[src/rtl/sc_seq_pkg.sv]
package sc_seq_pkg;

  typedef enum logic [3:0] {
    ST_OFF,
    ST_PWR,
    ST_IOEN,
    ST_RHOLD,
    ST_AWAIT,
    ST_SESS,
    ST_WHOLD,
    ST_DRST,
    ST_DCLK,
    ST_DIO
  } seq_state_e;

  // One-based tick index from a zero-based count
  function automatic logic [31:0] tick_index(input logic [31:0] cnt);
    return cnt + 32'd1;
  endfunction

  function automatic logic in_early_win(input logic [31:0] idx,
                                        input logic [31:0] lo,
                                        input logic [31:0] hi);
    return (idx >= lo) && (idx <= hi);
  endfunction

  function automatic logic limit_hit(input logic [31:0] idx,
                                     input logic [31:0] lim);
    return idx >= lim;
  endfunction

  // States in which the card may be shut down by command or fault
  function automatic logic is_live(input seq_state_e s);
    return (s == ST_PWR) || (s == ST_IOEN) || (s == ST_RHOLD) ||
           (s == ST_AWAIT) || (s == ST_SESS) || (s == ST_WHOLD);
  endfunction

  function automatic logic supplies_card(input seq_state_e s);
    return s != ST_OFF;
  endfunction

  function automatic logic io_driven(input seq_state_e s);
    return (s != ST_OFF) && (s != ST_PWR) && (s != ST_DIO);
  endfunction

  function automatic logic clock_runs(input seq_state_e s);
    return (s == ST_RHOLD) || (s == ST_AWAIT) || (s == ST_SESS) ||
           (s == ST_WHOLD) || (s == ST_DRST);
  endfunction

  function automatic logic reset_released(input seq_state_e s);
    return (s == ST_AWAIT) || (s == ST_SESS);
  endfunction

endpackage

[src/rtl/sc_hold_timer.sv]
module sc_hold_timer
  import sc_seq_pkg::*;
#(
  parameter int unsigned HOLD = 400
) (
  input  logic clk,
  input  logic rst_n,
  input  logic run,
  input  logic tick,
  output logic done
);
  localparam int unsigned HW = $clog2(HOLD + 1);

  logic [HW-1:0] cnt;

  always_ff @(posedge clk or negedge rst_n) begin
    if (!rst_n)          cnt <= '0;
    else if (!run)       cnt <= '0;
    else if (tick && cnt != '1) cnt <= cnt + 1'b1;
  end

  assign done = run & tick & limit_hit(tick_index(32'(cnt)), 32'(HOLD));
endmodule

[src/rtl/sc_answer_timer.sv]
module sc_answer_timer
  import sc_seq_pkg::*;
#(
  parameter int unsigned MUTE_LIMIT = 90000,
  parameter int unsigned EARLY_LO   = 200,
  parameter int unsigned EARLY_HI   = 352
) (
  input  logic clk,
  input  logic rst_n,
  input  logic tick,
  input  logic io_in,
  input  logic window_open,
  output logic answer_hit,
  output logic early_hit,
  output logic mute_hit
);
  localparam int unsigned CW = $clog2(MUTE_LIMIT + 1);

  logic [CW-1:0] cnt;
  logic          io_q;
  logic          io_fall;
  logic [31:0]   idx;

  // Line sampled once per card clock tick
  always_ff @(posedge clk or negedge rst_n) begin
    if (!rst_n)    io_q <= 1'b1;
    else if (tick) io_q <= io_in;
  end

  always_ff @(posedge clk or negedge rst_n) begin
    if (!rst_n)                 cnt <= '0;
    else if (!window_open)      cnt <= '0;
    else if (tick && cnt != '1) cnt <= cnt + 1'b1;
  end

  assign idx        = tick_index(32'(cnt));
  assign io_fall    = tick & io_q & ~io_in;
  assign answer_hit = window_open & io_fall;
  assign early_hit  = answer_hit & in_early_win(idx, 32'(EARLY_LO), 32'(EARLY_HI));
  assign mute_hit   = window_open & tick & ~io_fall & limit_hit(idx, 32'(MUTE_LIMIT));
endmodule

[src/rtl/sc_seq_fsm.sv]
module sc_seq_fsm
  import sc_seq_pkg::*;
#(
  parameter bit WARM_ANY = 1'b0
) (
  input  logic       clk,
  input  logic       rst_n,
  input  logic       tick,
  input  logic       start_cmd,
  input  logic       warm_req,
  input  logic       card_present,
  input  logic       supply_fault,
  input  logic       overload,
  input  logic       hold_done,
  input  logic       answer_hit,
  input  logic       early_hit,
  input  logic       mute_hit,
  output seq_state_e state_q,
  output logic       start_clr,
  output logic       early_evt,
  output logic       mute_evt,
  output logic       warm_go,
  output logic       mute_seen
);
  seq_state_e state_d;
  logic start_q, start_rise, fault_now, live, kill, warm_state;

  assign start_rise = start_cmd & ~start_q;
  assign fault_now  = ~card_present | supply_fault | overload;
  assign live       = is_live(state_q);
  assign kill       = live & (fault_now | ~start_cmd);

  generate
    if (WARM_ANY) begin : g_warm_any
      assign warm_state = (state_q == ST_AWAIT) || (state_q == ST_SESS);
    end else begin : g_warm_mute
      assign warm_state = (state_q == ST_SESS) && mute_seen;
    end
  endgenerate

  assign warm_go = ~kill & warm_req & warm_state;

  always_comb begin
    state_d = state_q;
    if (kill) begin
      state_d = ST_DRST;
    end else if (warm_go) begin
      state_d = ST_WHOLD;
    end else begin
      unique case (state_q)
        ST_OFF:   if (start_rise && !fault_now) state_d = ST_PWR;
        ST_PWR:   if (tick) state_d = ST_IOEN;
        ST_IOEN:  if (tick) state_d = ST_RHOLD;
        ST_RHOLD: if (hold_done) state_d = ST_AWAIT;
        ST_AWAIT: if (answer_hit || mute_hit) state_d = ST_SESS;
        ST_SESS:  state_d = ST_SESS;
        ST_WHOLD: if (hold_done) state_d = ST_AWAIT;
        ST_DRST:  if (tick) state_d = ST_DCLK;
        ST_DCLK:  if (tick) state_d = ST_DIO;
        ST_DIO:   if (tick) state_d = ST_OFF;
        default:  state_d = ST_OFF;
      endcase
    end
  end

  always_ff @(posedge clk or negedge rst_n) begin
    if (!rst_n) begin
      state_q   <= ST_OFF;
      start_q   <= 1'b0;
      start_clr <= 1'b0;
      early_evt <= 1'b0;
      mute_evt  <= 1'b0;
      mute_seen <= 1'b0;
    end else begin
      state_q   <= state_d;
      start_q   <= start_cmd;
      start_clr <= live & fault_now;
      early_evt <= early_hit & ~kill & ~warm_go;
      mute_evt  <= mute_hit & ~kill & ~warm_go;
      if (state_q == ST_OFF)                 mute_seen <= 1'b0;
      else if (mute_hit && !kill && !warm_go) mute_seen <= 1'b1;
    end
  end
endmodule

[src/rtl/sc_card_sequencer.sv]
module sc_card_sequencer
  import sc_seq_pkg::*;
#(
  parameter int unsigned RST_CYCLES = 400,
  parameter int unsigned MUTE_LIMIT = 90000,
  parameter int unsigned EARLY_LO   = 200,
  parameter int unsigned EARLY_HI   = 352,
  parameter bit          WARM_ANY   = 1'b0
) (
  input  logic clk,
  input  logic rst_n,
  input  logic start_cmd,
  input  logic warm_req,
  input  logic card_present,
  input  logic supply_fault,
  input  logic overload,
  input  logic card_io_in,
  input  logic clk_tick,
  output logic vcc_en,
  output logic io_en,
  output logic card_clk_en,
  output logic card_rst_n,
  output logic active,
  output logic start_clr,
  output logic early_evt,
  output logic mute_evt
);
  seq_state_e state_q;
  logic hold_run, hold_done, window_open;
  logic answer_hit, early_hit, mute_hit;
  logic warm_go, mute_seen;

  assign hold_run    = (state_q == ST_RHOLD) || (state_q == ST_WHOLD);
  assign window_open = (state_q == ST_AWAIT);

  sc_hold_timer #(.HOLD(RST_CYCLES)) u_hold (
    .clk  (clk),
    .rst_n(rst_n),
    .run  (hold_run),
    .tick (clk_tick),
    .done (hold_done)
  );

  sc_answer_timer #(
    .MUTE_LIMIT(MUTE_LIMIT),
    .EARLY_LO  (EARLY_LO),
    .EARLY_HI  (EARLY_HI)
  ) u_answer (
    .clk        (clk),
    .rst_n      (rst_n),
    .tick       (clk_tick),
    .io_in      (card_io_in),
    .window_open(window_open),
    .answer_hit (answer_hit),
    .early_hit  (early_hit),
    .mute_hit   (mute_hit)
  );

  sc_seq_fsm #(.WARM_ANY(WARM_ANY)) u_fsm (
    .clk         (clk),
    .rst_n       (rst_n),
    .tick        (clk_tick),
    .start_cmd   (start_cmd),
    .warm_req    (warm_req),
    .card_present(card_present),
    .supply_fault(supply_fault),
    .overload    (overload),
    .hold_done   (hold_done),
    .answer_hit  (answer_hit),
    .early_hit   (early_hit),
    .mute_hit    (mute_hit),
    .state_q     (state_q),
    .start_clr   (start_clr),
    .early_evt   (early_evt),
    .mute_evt    (mute_evt),
    .warm_go     (warm_go),
    .mute_seen   (mute_seen)
  );

  assign vcc_en      = supplies_card(state_q);
  assign io_en       = io_driven(state_q);
  assign card_clk_en = clock_runs(state_q);
  assign card_rst_n  = reset_released(state_q);
  assign active      = vcc_en;
endmodule

[config.mk]
export PLATFORM = sky130hd
export DESIGN_NAME = sc_card_sequencer
export DESIGN_NICKNAME = d
export VERILOG_FILES = /design/src/rtl/sc_seq_pkg.sv /design/src/rtl/sc_hold_timer.sv /design/src/rtl/sc_answer_timer.sv /design/src/rtl/sc_seq_fsm.sv /design/src/rtl/sc_card_sequencer.sv
export SDC_FILE = /design/constraint.sdc
export NUM_CORES = 1
export LEC_CHECK = 0
export ABC_AREA = 1
export BUFFER_PORTS_ARGS = -buffer_cell sky130_fd_sc_hd__buf_2
export CORE_ASPECT_RATIO = 1.75
export CORE_MARGIN = 2
export CORE_UTILIZATION = 30
export CTS_CLUSTER_SIZE = 10
export DETAILED_ROUTE_END_ITERATION = 10
export PLACE_DENSITY_LB_ADDON = 0.1
export SLEW_MARGIN = 20
export SYNTH_ARGS = -nofsm -noshare
export SYNTH_HDL_FRONTEND = slang
export SYNTH_SLANG_ARGS = --single-unit
[constraint.sdc]
create_clock -name clk -period 5.1 [get_ports clk]
set_input_delay 0.765 -clock clk [delete_from_list [all_inputs] [get_ports clk]]
set_output_delay 0.765 -clock clk [all_outputs]
set_load 0.01 [all_outputs]
# [Word-level counts from Yosys, hierarchy flattened]
# Index checks and enable logic that the tools add are counted.
[totals] ff_bits=36 inputBits=9 out_inout_bits=8
[classes] addsub=4 order_cmp=4 eq_ne=23 mux=17 n_bitwise=28 n_reduce_logical=29
[ops] operator="4-bit 2-to-1 mux" count=10
[ops] operator="4-bit one-hot mux with 9 select lines" count=1
[ops] operator="17-bit 2-to-1 mux" count=2
[ops] operator="32-bit by 17-bit >= comparator with 1-bit output, second input constant" count=1
[ops] operator="32-bit by 8-bit >= comparator with 1-bit output, second input constant" count=1
[ops] operator="32-bit by 9-bit >= comparator with 1-bit output, second input constant" count=1
[ops] operator="32-bit by 9-bit less-or-equal comparator with 1-bit output, second input constant" count=1
[ops] operator="4-bit by 2-bit inequality test with 1-bit output, second input constant" count=5
[ops] operator="17-bit by 1-bit adder with 18-bit output, second input constant" count=1
[ops] operator="1-bit bitwise AND" count=18
[ops] operator="9-bit 2-to-1 mux" count=2
[ops] operator="17-bit by 1-bit adder with 17-bit output, second input constant" count=1
[ops] operator="17-bit inequality test, second input constant" count=1
[ops] operator="4-bit by 3-bit equality test with 1-bit output, second input constant" count=4
[ops] operator="4-bit by 1-bit inequality test with 1-bit output, second input constant" count=4
[ops] operator="1-bit logical OR" count=12
[ops] operator="9-bit by 1-bit adder with 10-bit output, second input constant" count=1
[ops] operator="9-bit by 1-bit adder with 9-bit output, second input constant" count=1
[ops] operator="1-bit logical AND" count=9
[ops] operator="9-bit inequality test, second input constant" count=1
[ops] operator="4-bit by 2-bit equality test with 1-bit output, second input constant" count=2
[ops] operator="4-bit equality test, second input constant" count=2
[ops] operator="8-bit AND reduction" count=1
[ops] operator="1-bit inverter" count=7
[ops] operator="10 further kinds" count=16

# [Logic depth before layout (Yosys ltp)]
# Gate-level depths: netlist of run 1.
[logic_depth] ltp_word=14 mapped_depth=17 ltp_nobuf=17

# [Hierarchy]
# Synthesis of run 1 repeated with hierarchy kept, for this count alone.
[hier_totals] cells_unflattened=371 area_unflattened_um2=2543.7
[by_module_without_submodules] module="sc_answer_timer" instances=1 cells_per_inst=194 area_each_um2=1311.3 seq_area_each_um2=451.7
[by_module_without_submodules] module="sc_seq_fsm" instances=1 cells_per_inst=86 area_each_um2=588.1 seq_area_each_um2=225.2
[by_module_without_submodules] module="sc_hold_timer" instances=1 cells_per_inst=70 area_each_um2=556.8 seq_area_each_um2=225.2
[by_module_without_submodules] module="sc_card_sequencer" instances=1 cells_per_inst=21 area_each_um2=87.6 seq_area_each_um2=0.0

# [Worst setup path before layout of run 1]
# Ideal clock, no wire load.
[synth_timing] path_kind="register -> register" startpoint="reg u_answer.cnt[0]" endpoint="reg u_fsm.state_q[1]" setup_time_ns=0.118 arrival_time_ns=1.918 t_required_ns=4.982 slack_ns=3.063 path_stages_with_launch=17 n_path_buf=0 synth_period_minus_slack_ns=2.037 cell_sequence="dfrtp_1 > ha_1 > nand2_1 > nor2_2 > nand3_1 > nor4_1 > ha_1 > inv_1 > nand2_1 > nand2_1 > nor2_1 > nand2_2 > nand2_4 > nand2_4 > nand2_1 > nand2_1 > nand2_1"
[synth_between] elab_chain_len=6
[synth_rtl] item="from (decl)" line_no="sc_answer_timer.sv:19" rtl="logic [CW-1:0] cnt;"
[synth_rtl] item="from (signal assigned)" line_no="sc_answer_timer.sv:33" rtl="else if (tick && cnt != '1) cnt <= cnt + 1'b1;"
[synth_rtl] item="17-bit by 1-bit adder with 18-bit output" line_no="sc_seq_pkg.sv:18" rtl="return cnt + 32'd1;"
[synth_rtl] item="32-bit by 17-bit >= comparator with 1-bit output" line_no="sc_seq_pkg.sv:29" rtl="return idx >= lim;"
[synth_rtl] item="1-bit bitwise AND" line_no="sc_answer_timer.sv:40" rtl="assign mute_hit = window_open & tick & ~io_fall & limit_hit(idx, 32'(MUTE_LIMIT));"
[synth_rtl] item="1-bit logical OR" line_no="sc_seq_fsm.sv:55" rtl="ST_AWAIT: if (answer_hit || mute_hit) state_d = ST_SESS;"
[synth_rtl] item="4-bit by 1-bit inequality test with 1-bit output (no line)"
[synth_rtl] item="8-bit AND reduction (no line)"
[synth_rtl] item="to (signal assigned)" line_no="sc_seq_fsm.sv:75" rtl="state_q <= state_d;"
[synth_rtl] item="to (decl)" line_no="sc_seq_fsm.sv:18" rtl="output seq_state_e state_q,"
# Every way passes these cells.
# A chain may end at the register's enable or synchronous reset.

# [Final worst setup path of run 1]
[layout_timing] startpoint="reg u_answer.cnt[0]" endpoint="reg u_answer.cnt[3]"
[layout_between] elab_chain_len=3 elab_cells_between_ends=6
[layout_rtl] item="17-bit by 1-bit adder with 17-bit output or 17-bit inequality test (tied branches)" line_no="sc_answer_timer.sv:33"
[layout_rtl] item="17-bit 2-to-1 mux or 1-bit logical AND (tied branches)" line_no="sc_answer_timer.sv:33"
[layout_rtl] item="17-bit 2-to-1 mux or 2-bit inequality test (tied branches)"
# Parallel ways exist; a longest one is shown, timed or not. The select of a mux whose other input is x is not followed.

==> results.sh, run 1 <==
export IMPL_arrival_ps=2720
export IMPL_status="finished, final reports clean"
export IMPL_clock_path_buffers=2
export IMPL_gr_total_overflow=0
export IMPL_synthArstFlopShare_pct=100
export IMPL_syn_to_final_growth_pct=14.6
export IMPL_synth_warnings=0
export IMPL_yosys_area_top_type_share_pct=39.0
export IMPL_post_cts_buffers=0
export IMPL_diodes=0
export IMPL_placementRows=41
export IMPL_cp_start_kind="flip-flop"
export IMPL_setup_viol=0
export IMPL_max_cap_violations=0
export IMPL_finalMaxSlewViolations=0
export IMPL_drc_errors=0
export IMPL_fin_tns_setup_ps=0
export IMPL_wl_per_cell_microns=14.2
export IMPL_portBuffers=16
export IMPL_postLayoutCellArea_sq_um=2580
export IMPL_place_ws_ps=2580
export IMPL_p_leak_nw=1.14
export IMPL_postLayoutSetupSlackWorst_ps=2580
export IMPL_finClkSkew_ps=5.94
export IMPL_period_needed_ps=2520
export IMPL_syn_avg_cell_area_sq_um=7.23
export IMPL_gp_congestion=0.896
export IMPL_routed_top_layer="met4"
export IMPL_synth_top_cell_by_area="dfrtp_1"
export IMPL_met2_length_microns=3350
export IMPL_fillers=763
export IMPL_cpPeakStageDelay_ps=420
export IMPL_start_util_pct=31.1
export IMPL_detailedRoute_firstIterationViolations=136
export IMPL_ir_worst_vdd_mv=0.287
export IMPL_clk_pin_slew_worst_paths_ps=60
export IMPL_dp_final_hpwl_microns=4690
export IMPL_worstMarginPinSlew_ps=844
export IMPL_p_per_area_nw_per_um2=393
export IMPL_grt_pass1_wl_microns=9820
export IMPL_drtPass1Iterations=4
export IMPL_yosys_top_cells_area="dfrtp_1 (39%), nand2_1 (13%), inv_1 (7.0%), nor2_1 (6.5%), nand3_1 (6.0%)"
export IMPL_nets=346
export IMPL_cts_hold_buf=0
export IMPL_antenna_found_initial=0
export IMPL_seq_area_sq_um=902
export IMPL_numCtsBuffers=5
export IMPL_die_area_sq_um=8230
export IMPL_grt_max_degree=37
export IMPL_critPathMaxFanout=10
export IMPL_grtUsageTotal_pct=15.5
export IMPL_synth_nets=325
export IMPL_rrSetupSlack_ps=2580
export IMPL_core_sq_um=7230
export IMPL_cts_resized=0
export IMPL_finalCritPeriodShare_pct=49.5
export IMPL_hold_viol_final=0
export IMPL_route_met3_wl_microns=158
export IMPL_synth_cells=311
export IMPL_crit_chain="ha_1 -> nand2_1 -> nor2_2 -> nand3_1 -> nor4_1 -> ha_1 -> nor2_1 -> inv_1 -> nor2_2 -> clkinv_1 -> o22ai_1"
export IMPL_whs_path_depth=1
export IMPL_end_kind="flip-flop"
export IMPL_grt_pass1_vias=2074
export IMPL_tritoncts="built"
export IMPL_slew_headroom_pct=43.8
export IMPL_ioPinCount=17
export IMPL_clkLatencyLatePin_ps=290
export IMPL_hold_class="reg -> reg"
export IMPL_drt_vias_per_instance=4.83
export IMPL_h_tree_depth=2
export IMPL_ys_types=31
export IMPL_multi_input_area_sq_um=1170
export IMPL_ys_seq_area_share_pct=40.1
export IMPL_dpl_instance_area_sq_um=2420
export IMPL_cts_num_sinks=36
export IMPL_wl_microns=5950
export IMPL_die_x_microns=69.4
export IMPL_rsz0062_at_grt="false"
export IMPL_crit_slowest_cell="dfrtp_1"
export IMPL_path_class="reg -> reg"
export IMPL_max_freq_mhz=396
export IMPL_vias=2019
export IMPL_worst_endpoint_required_ps=5290
export IMPL_drive_gt1_share_pct=13.6
export IMPL_synth_ff_latch_count=36
export IMPL_cts_root_buf="clkbuf_16"
export IMPL_synth_edf_count=0
export IMPL_syn_area_sq_um=2250
export IMPL_met1Wirelength_microns=2190
export IMPL_drtAntennaViolNets=0
export IMPL_die_h_microns=119
export IMPL_synth_flop_cell="dfrtp_1"
export IMPL_worstRegToRegCells=11
==> through the flow <==
step	hold slack [ps]	util (%)	power (mW)	instances
finish	454	35.6	1.01	418
global route	471	35.6	1.09	418
CTS	458	35.6	1.03	418
detailed placement	455	33.5	0.699	411
global placement	450	33.5	0.699	411
floorplan	433	-	0.604	311
==> flip-flops by register name, summed over array words and instances, names as in the netlist <==
| signal | count |
|---|---|
| u_answer.cnt | 17 |
| u_fsm.mute_evt | 1 |
| u_fsm.early_evt | 1 |
| u_fsm.state_q | 4 |
| u_fsm.start_q | 1 |
| u_fsm.mute_seen | 1 |
| u_answer.io_q | 1 |
| u_fsm.start_clr | 1 |
| u_hold.cnt | 9 |
==> final cells by class <==
cell class                 instances  area share, %
clock buffer                       7           5.92
tap                               86           4.17
multi-input combinational        228           45.2
sequential                        36           35.0
inverter                          45           6.55
timing repair buffer              16           3.11
==> placed cells by master, fill, tap and decap left out, drive strengths merged, types with 7 or more instances in the layout <==
cell	n
buf	16
inv	44
nand2	82
a21oi	7
nand3	28
xor2	11
nor2	47
o22ai	10
o21ai	22
dfrtp	35
clkbuf	7
==> report_power, final <==
group	internal, mW	total (mW)	switching, mW
Clock	0.205	0.322	0.117
Sequential	0.315	0.342	0.0270
Combinational	0.112	0.347	0.236
Total	0.632	1.01	0.380
==> path summary, 6_finish.rpt <==
check | start | endpoint
setup / recovery | u_answer.cnt[0] | u_answer.cnt[3]
hold / removal | u_hold.cnt[3] | u_hold.cnt[3]
setup reg to reg | u_answer.cnt[0] | u_answer.cnt[3]
hold reg to reg | u_hold.cnt[3] | u_hold.cnt[3]
max in group asynchronous | rst_n | u_fsm.state_q[3]
min in group asynchronous | rst_n | u_answer.cnt[4]
==> synth_stat cells (2+ instances only) <==
cell	count
o22ai_1	10
nand2_4	2
nor2_2	8
dfrtp_1	35
nand3_1	27
o31ai_1	2
nor3_1	4
xor2_1	11
nand2_2	4
o21ai_0	15
nor2_1	39
o21ai_1	6
ha_1	5
a21oi_1	5
nand2_1	76
nor4_1	2
inv_2	2
inv_1	42
nand4_1	4
==> cell families after synthesis <==
family	synth area share (%)
compound gates	11.5
xor+xnor	4.28
fa+ha+maj	2.78
buf+inv	8.01
flops	40.1
simple gates	33.3
==> critical path, delay by kind of cell, from the launching register on <==
kind	cells	cell delay, ps
AO/OA/AOI/OAI	1	260
adder cells (fa/ha/maj)	2	430
buffers and inverters	2	480
flip-flops	1	420
AND/OR/NAND/NOR	6	830
==> per-layer routing <==
layer,up-vias,track usage (%)
met2,39,29.7
met5,-,0
met4,0,9.31
met3,16,3.07
met1,917,14.6
li1,1047,-
Power figures use the tool's default switching activity.
==> run 2: changes to the inputs <==
==> constraint.sdc (replaced) <==
create_clock -name clk -period 2.6 [get_ports clk]
set_input_delay 0.39 -clock clk [delete_from_list [all_inputs] [get_ports clk]]
set_output_delay 0.39 -clock clk [all_outputs]
set_load 0.01 [all_outputs]
==> run 2 against run 1 <==
- global-route usage rose by 0.28 points
- clock skew hardly changed
- via count up 2.2%
- setup slack lost 2300 ps
- sequential power grew 96%
- fmax up 11%
- first-iteration DRC count down 27%
- clock power rose by 84%
- count of clock-buffer cells in the layout rose by 1
- utilization rose by 0.069 points
- register-to-register slack worse by 2300 ps
- critical endpoint is now u_fsm.state_q[0]
==> results.sh, run 2 (synthesis gave the netlist of run 1 again) <==
export IMPL_cpPeakStageDelay_ps=430
export IMPL_p_per_area_nw_per_um2=756
export IMPL_drtPass1Iterations=4
export IMPL_dp_final_hpwl_microns=4610
export IMPL_cts_resized=0
export IMPL_nets=348
export IMPL_slew_headroom_pct=42.9
export IMPL_diodes=0
export IMPL_h_tree_depth=2
export IMPL_wl_per_cell_microns=14.3
export IMPL_end_kind="flip-flop"
export IMPL_crit_slowest_cell="dfrtp_1"
export IMPL_drive_gt1_share_pct=13.7
export IMPL_die_area_sq_um=8230
export IMPL_fin_tns_setup_ps=0
export IMPL_portBuffers=16
export IMPL_postLayoutSetupSlackWorst_ps=320
export IMPL_numCtsBuffers=5
export IMPL_period_needed_ps=2280
export IMPL_critPathMaxFanout=6
export IMPL_clock_path_buffers=2
export IMPL_finalMaxSlewViolations=0
export IMPL_worst_endpoint_required_ps=2780
export IMPL_detailedRoute_firstIterationViolations=99
export IMPL_antenna_found_initial=0
export IMPL_hold_class="in -> async"
export IMPL_rrSetupSlack_ps=320
export IMPL_hold_viol_final=0
export IMPL_rsz0062_at_grt="false"
export IMPL_max_cap_violations=0
export IMPL_place_ws_ps=269
export IMPL_crit_family="simple AND/OR/NAND/NOR gates"
export IMPL_endpoint="u_fsm.state_q[0]"
export IMPL_status="finished, final reports clean"
export IMPL_cts_num_sinks=36
export IMPL_clkLatencyLatePin_ps=290
export IMPL_fin_total_pwr_mw=1.95
export IMPL_vias=2064
export IMPL_r2r_start="u_answer.cnt[0]"
export IMPL_reg_top3="u_answer.cnt x17, u_hold.cnt x9, u_fsm.state_q x4"
export IMPL_gp_congestion=0.877
export IMPL_drtAntennaViolNets=0
export IMPL_grtUsageTotal_pct=15.8
export IMPL_worstRegToRegCells=16
export IMPL_finalCritPeriodShare_pct=87.7
export IMPL_post_cts_buffers=0
export IMPL_die_x_microns=69.4
export IMPL_critPathLaunch="u_answer.cnt[0]"
export IMPL_tritoncts="built"
export IMPL_drt_vias_per_instance=4.90
export IMPL_drc_errors=0
export IMPL_crit_chain="ha_1 -> nand2_1 -> nor2_2 -> nand3_1 -> nor4_2 -> ha_1 -> inv_1 -> nand2_1 -> nand2_1 -> nor2_1 -> nand2_2 -> nand2_4 -> nand2_4 -> nand2_1 -> nand2_1 -> nand2_1"
export IMPL_max_freq_mhz=439
export IMPL_clk_pin_slew_worst_paths_ps=60
export IMPL_cp_start_kind="flip-flop"
export IMPL_finClkSkew_ps=5.87
export IMPL_gr_total_overflow=0
export IMPL_grt_pass1_wl_microns=10000
export IMPL_path_buf_inv=1
export IMPL_start_util_pct=31.1
export IMPL_core_sq_um=7230
export IMPL_die_h_microns=119
export IMPL_cts_hold_buf=0
export IMPL_top_register="u_answer.cnt"
export IMPL_worstMarginPinSlew_ps=857
export IMPL_layout_commonest_cell="nand2_1"
export IMPL_p_leak_nw=1.14
export IMPL_path_class="reg -> reg"
export IMPL_ir_worst_vdd_mv=0.489
export IMPL_ioPinCount=17
export IMPL_setup_viol=0
export IMPL_wl_microns=6010
export IMPL_arrival_ps=2460
export IMPL_syn_to_final_growth_pct=14.9
export IMPL_r2r_end="u_fsm.state_q[0]"
export IMPL_grt_max_degree=37
export IMPL_layout_cells_most_common_list="nand2_1 (76), inv_1 (42), nor2_1 (39)"
export IMPL_crit_top_cell="nand2_1"
export IMPL_path_depth=16
export IMPL_placementRows=41
export IMPL_largest_reg_flops=17
export IMPL_cts_root_buf="clkbuf_16"
export IMPL_grt_pass1_vias=2098
run 2: changes by cell type in the layout (fill, tap and decap cells not counted):
cell / change
buf_4: +2
clkbuf_1: +3
clkbuf_8: -2
nor4_1: -1
nor4_2: +1
run 2: report_power, final:
| part | leakage [nW] | internal [mW] | switching [mW] |
|---|---|---|---|
| clock network | 0.0652 | 0.357 | 0.237 |
| logic | 0.592 | 0.224 | 0.464 |
| registers | 0.484 | 0.618 | 0.0537 |
run 2: stage by stage:
| stage | hold slack (ps) | instance area, sq um | utilization (%) | std cells |
|---|---|---|---|---|
| CTS | 221 | 2580 | 35.6 | 421 |
| floorplan | 94.4 | 2250 | - | 311 |
| global placement | 449 | 2440 | 33.7 | 413 |
| detailed placement | 451 | 2440 | 33.7 | 413 |
| finish | 208 | 2580 | 35.7 | 421 |
| global route | 229 | 2580 | 35.7 | 421 |
run 2: worst min path at each step:
stage | slack [ps] | depth (start not counted) | startpoint | end
after floorplan | 90 | 0 | rst_n | u_answer.cnt[0]
after global placement | 450 | 1 | u_hold.cnt[3] | u_hold.cnt[3]
after detailed placement | 450 | 1 | u_hold.cnt[3] | u_hold.cnt[3]
after CTS | 220 | 1 | start_cmd | u_fsm.start_q
after global routing | 230 | 1 | start_cmd | u_fsm.start_q
final | 210 | 1 | rst_n | u_answer.cnt[4]
run 2: layer usage:
layer  up-vias  GRT usage, %  share of wire [%]
li1       1055             -                  -
met1       956          15.5                 37
met2        39          29.8                 56
met3        14          2.64                3.0
met4         0          9.56                4.0
met5         -             0                  0
run 2: layout make-up:
type                    instances  area (sq um)
inverters                      45           169
fillers                       779          4650
multi-input cells             228          1170
clock buffers                   8           136
well taps                      86           108
flip-flops and latches         36           902
repair buffers                 18          95.1
run 2: worst reg2reg max path, stage by stage, from the launching register on:
cell,delay [ps]
dfrtp_1,430
ha_1,240
nand2_1,110
nor2_2,160
nand3_1,150
nor4_2,160
ha_1,260
inv_1,80
nand2_1,70
nand2_1,60
nor2_1,40
nand2_2,100
nand2_4,60
nand2_4,90
nand2_1,50
nand2_1,50
nand2_1,50
==> run 3: changes to the inputs <==
--- a/config.mk
+++ b/config.mk
@@ -8,7 +8,7 @@
 export ABC_AREA = 1
 export BUFFER_PORTS_ARGS = -buffer_cell sky130_fd_sc_hd__buf_2
 export CORE_ASPECT_RATIO = 1.75
-export CORE_MARGIN = 2
+export CORE_MARGIN = 5
 export CORE_UTILIZATION = 30
 export CTS_CLUSTER_SIZE = 10
 export DETAILED_ROUTE_END_ITERATION = 10
==> run 3 against run 2 <==
- design area is 0.15% higher
- fmax is 1.0% lower
- register-to-register slack worse by 20 ps
- wire length is 2.4% higher
- setup slack worse by 23 ps
- non-clock buffer count stayed put
- sequential share of layout area is 0.051 points lower
- combinational power is 3% higher
- utilization is 0.20 points lower
- sequential cell count stayed put
- via count is 0.48% lower
- critical path depth stayed put
==> results.sh, run 3 (synthesis gave the netlist of run 1 again) <==
export IMPL_status="finished, final reports clean"
export IMPL_drtAntennaViolNets=0
export IMPL_rrSetupSlack_ps=300
export IMPL_dp_final_hpwl_microns=4800
export IMPL_die_h_microns=125
export IMPL_wl_per_cell_microns=14.6
export IMPL_start_util_pct=30.9
export IMPL_top_register="u_answer.cnt"
export IMPL_cts_hold_buf=0
export IMPL_grtUsageTotal_pct=14.9
export IMPL_fin_tns_setup_ps=0
export IMPL_use_met1_pct=15.7
export IMPL_clkLatencyLatePin_ps=280
export IMPL_antenna_found_initial=0
export IMPL_placementRows=41
export IMPL_gr_total_overflow=0
export IMPL_finalMaxSlewViolations=0
export IMPL_endpoint="u_fsm.state_q[1]"
export IMPL_drc_errors=0
export IMPL_ioPinCount=17
export IMPL_critPathLaunch="u_answer.cnt[0]"
export IMPL_worstRegToRegCells=16
export IMPL_clk_pin_slew_worst_paths_ps=60
export IMPL_finalCritPeriodShare_pct=88.6
export IMPL_cts_num_sinks=36
export IMPL_numCtsBuffers=5
export IMPL_cts_resized=0
export IMPL_grt_use_met3_pct=2.42
export IMPL_hold_class="in -> async"
export IMPL_clock_path_buffers=2
export IMPL_worst_endpoint_required_ps=2770
export IMPL_max_cap_violations=0
export IMPL_drive_gt1_share_pct=13.7
export IMPL_h_tree_depth=2
export IMPL_die_x_microns=75.4
export IMPL_layout_cells_most_common_list="nand2_1 (76), inv_1 (42), nor2_1 (39)"
export IMPL_grt_pass1_vias=2254
export IMPL_fillers=809
export IMPL_busiest_layer="met2"
export IMPL_stdcell_count=421
export IMPL_drtPass1Iterations=5
export IMPL_hold_viol_final=0
export IMPL_core_sq_um=7280
export IMPL_worstMarginPinSlew_ps=882
export IMPL_p_per_area_nw_per_um2=773
export IMPL_diodes=0
export IMPL_cp_start_kind="flip-flop"
export IMPL_r2r_end="u_fsm.state_q[1]"
export IMPL_grt_pass1_wl_microns=10800
export IMPL_globalRouteMet2Util_pct=26.5
export IMPL_place_inst=413
export IMPL_seq_area_sq_um=902
export IMPL_die_area_sq_um=9390
export IMPL_layout_commonest_cell="nand2_1"
export IMPL_cts_root_buf="clkbuf_16"
export IMPL_reg_top3="u_answer.cnt x17, u_hold.cnt x9, u_fsm.state_q x4"
export IMPL_max_freq_mhz=434
export IMPL_arrival_ps=2470
export IMPL_period_needed_ps=2300
export IMPL_syn_to_final_growth_pct=15.0
export IMPL_ir_worst_vdd_mv=0.556
export IMPL_gp_congestion=0.894
export IMPL_portBuffers=16
export IMPL_r2r_start="u_answer.cnt[0]"
export IMPL_setup_viol=0
export IMPL_nets=348
export IMPL_largest_reg_flops=17
export IMPL_p_leak_nw=1.15
export IMPL_wl_microns=6150
export IMPL_post_cts_buffers=0
export IMPL_finClkSkew_ps=5.71
export IMPL_vias=2054
export IMPL_multi_input_area_sq_um=1170
export IMPL_grt_max_degree=37
export IMPL_rsz0062_at_grt="false"
export IMPL_detailedRoute_firstIterationViolations=116
export IMPL_critPathMaxFanout=6
export IMPL_end_kind="flip-flop"
export IMPL_drt_vias_per_instance=4.88
export IMPL_path_class="reg -> reg"
export IMPL_slew_headroom_pct=41.2
export IMPL_tritoncts="built"
==> run 3: area by class of cell <==
type / count / share of cell area, %
multi-input cells: 228 / 45.1
inverters: 45 / 6.53
flip-flops and latches: 36 / 34.9
repair buffers: 18 / 3.68
clock buffers: 8 / 5.66
well taps: 86 / 4.16
==> run 3: worst min path at each step <==
| stage | end | slack (ps) | cells after the start |
|---|---|---|---|
| after floorplan | u_answer.cnt[0] | 90 | 0 |
| after global placement | u_hold.cnt[3] | 450 | 1 |
| after detailed placement | u_hold.cnt[3] | 450 | 1 |
| after CTS | u_fsm.start_q | 220 | 1 |
| after global routing | u_fsm.start_q | 230 | 1 |
| final | u_answer.cnt[5] | 220 | 1 |
==> run 3: worst max-delay path, stage by stage (launching register included) <==
cell	delay, ps
dfrtp_1	410
ha_1	230
nand2_1	110
nor2_2	160
nand3_1	130
nor4_1	220
ha_1	280
inv_1	70
nand2_1	70
nand2_1	60
nor2_1	40
nand2_2	90
nand2_4	60
nand2_4	90
nand2_1	50
nand2_1	50
nand2_1	50
==> run 3: metrics by stage <==
step	hold slack (ps)	utilization (%)	setup WS (ps)	total power [mW]	cell area (sq um)
finish	221	35.5	297	2.00	2590
floorplan	94.4	-	563	1.18	2250
detailed placement	453	33.5	262	1.39	2440
CTS	224	35.5	260	2.03	2590
global route	231	35.5	12.7	2.16	2590
global placement	449	33.5	356	1.40	2440
==> run 3: routing by layer <==
layer / share of wire [%] / routed length (microns)
met5: 0 / 0
met4: 4.9 / 303
met3: 2.1 / 130
met2: 56 / 3430
met1: 37 / 2290
==> run 3: where the power goes <==
| group | total, mW | switching [mW] | leakage, nW | internal [mW] |
|---|---|---|---|---|
| Sequential | 0.673 | 0.0546 | 0.484 | 0.618 |
| Clock | 0.621 | 0.238 | 0.0712 | 0.383 |
| Combinational | 0.707 | 0.483 | 0.592 | 0.224 |
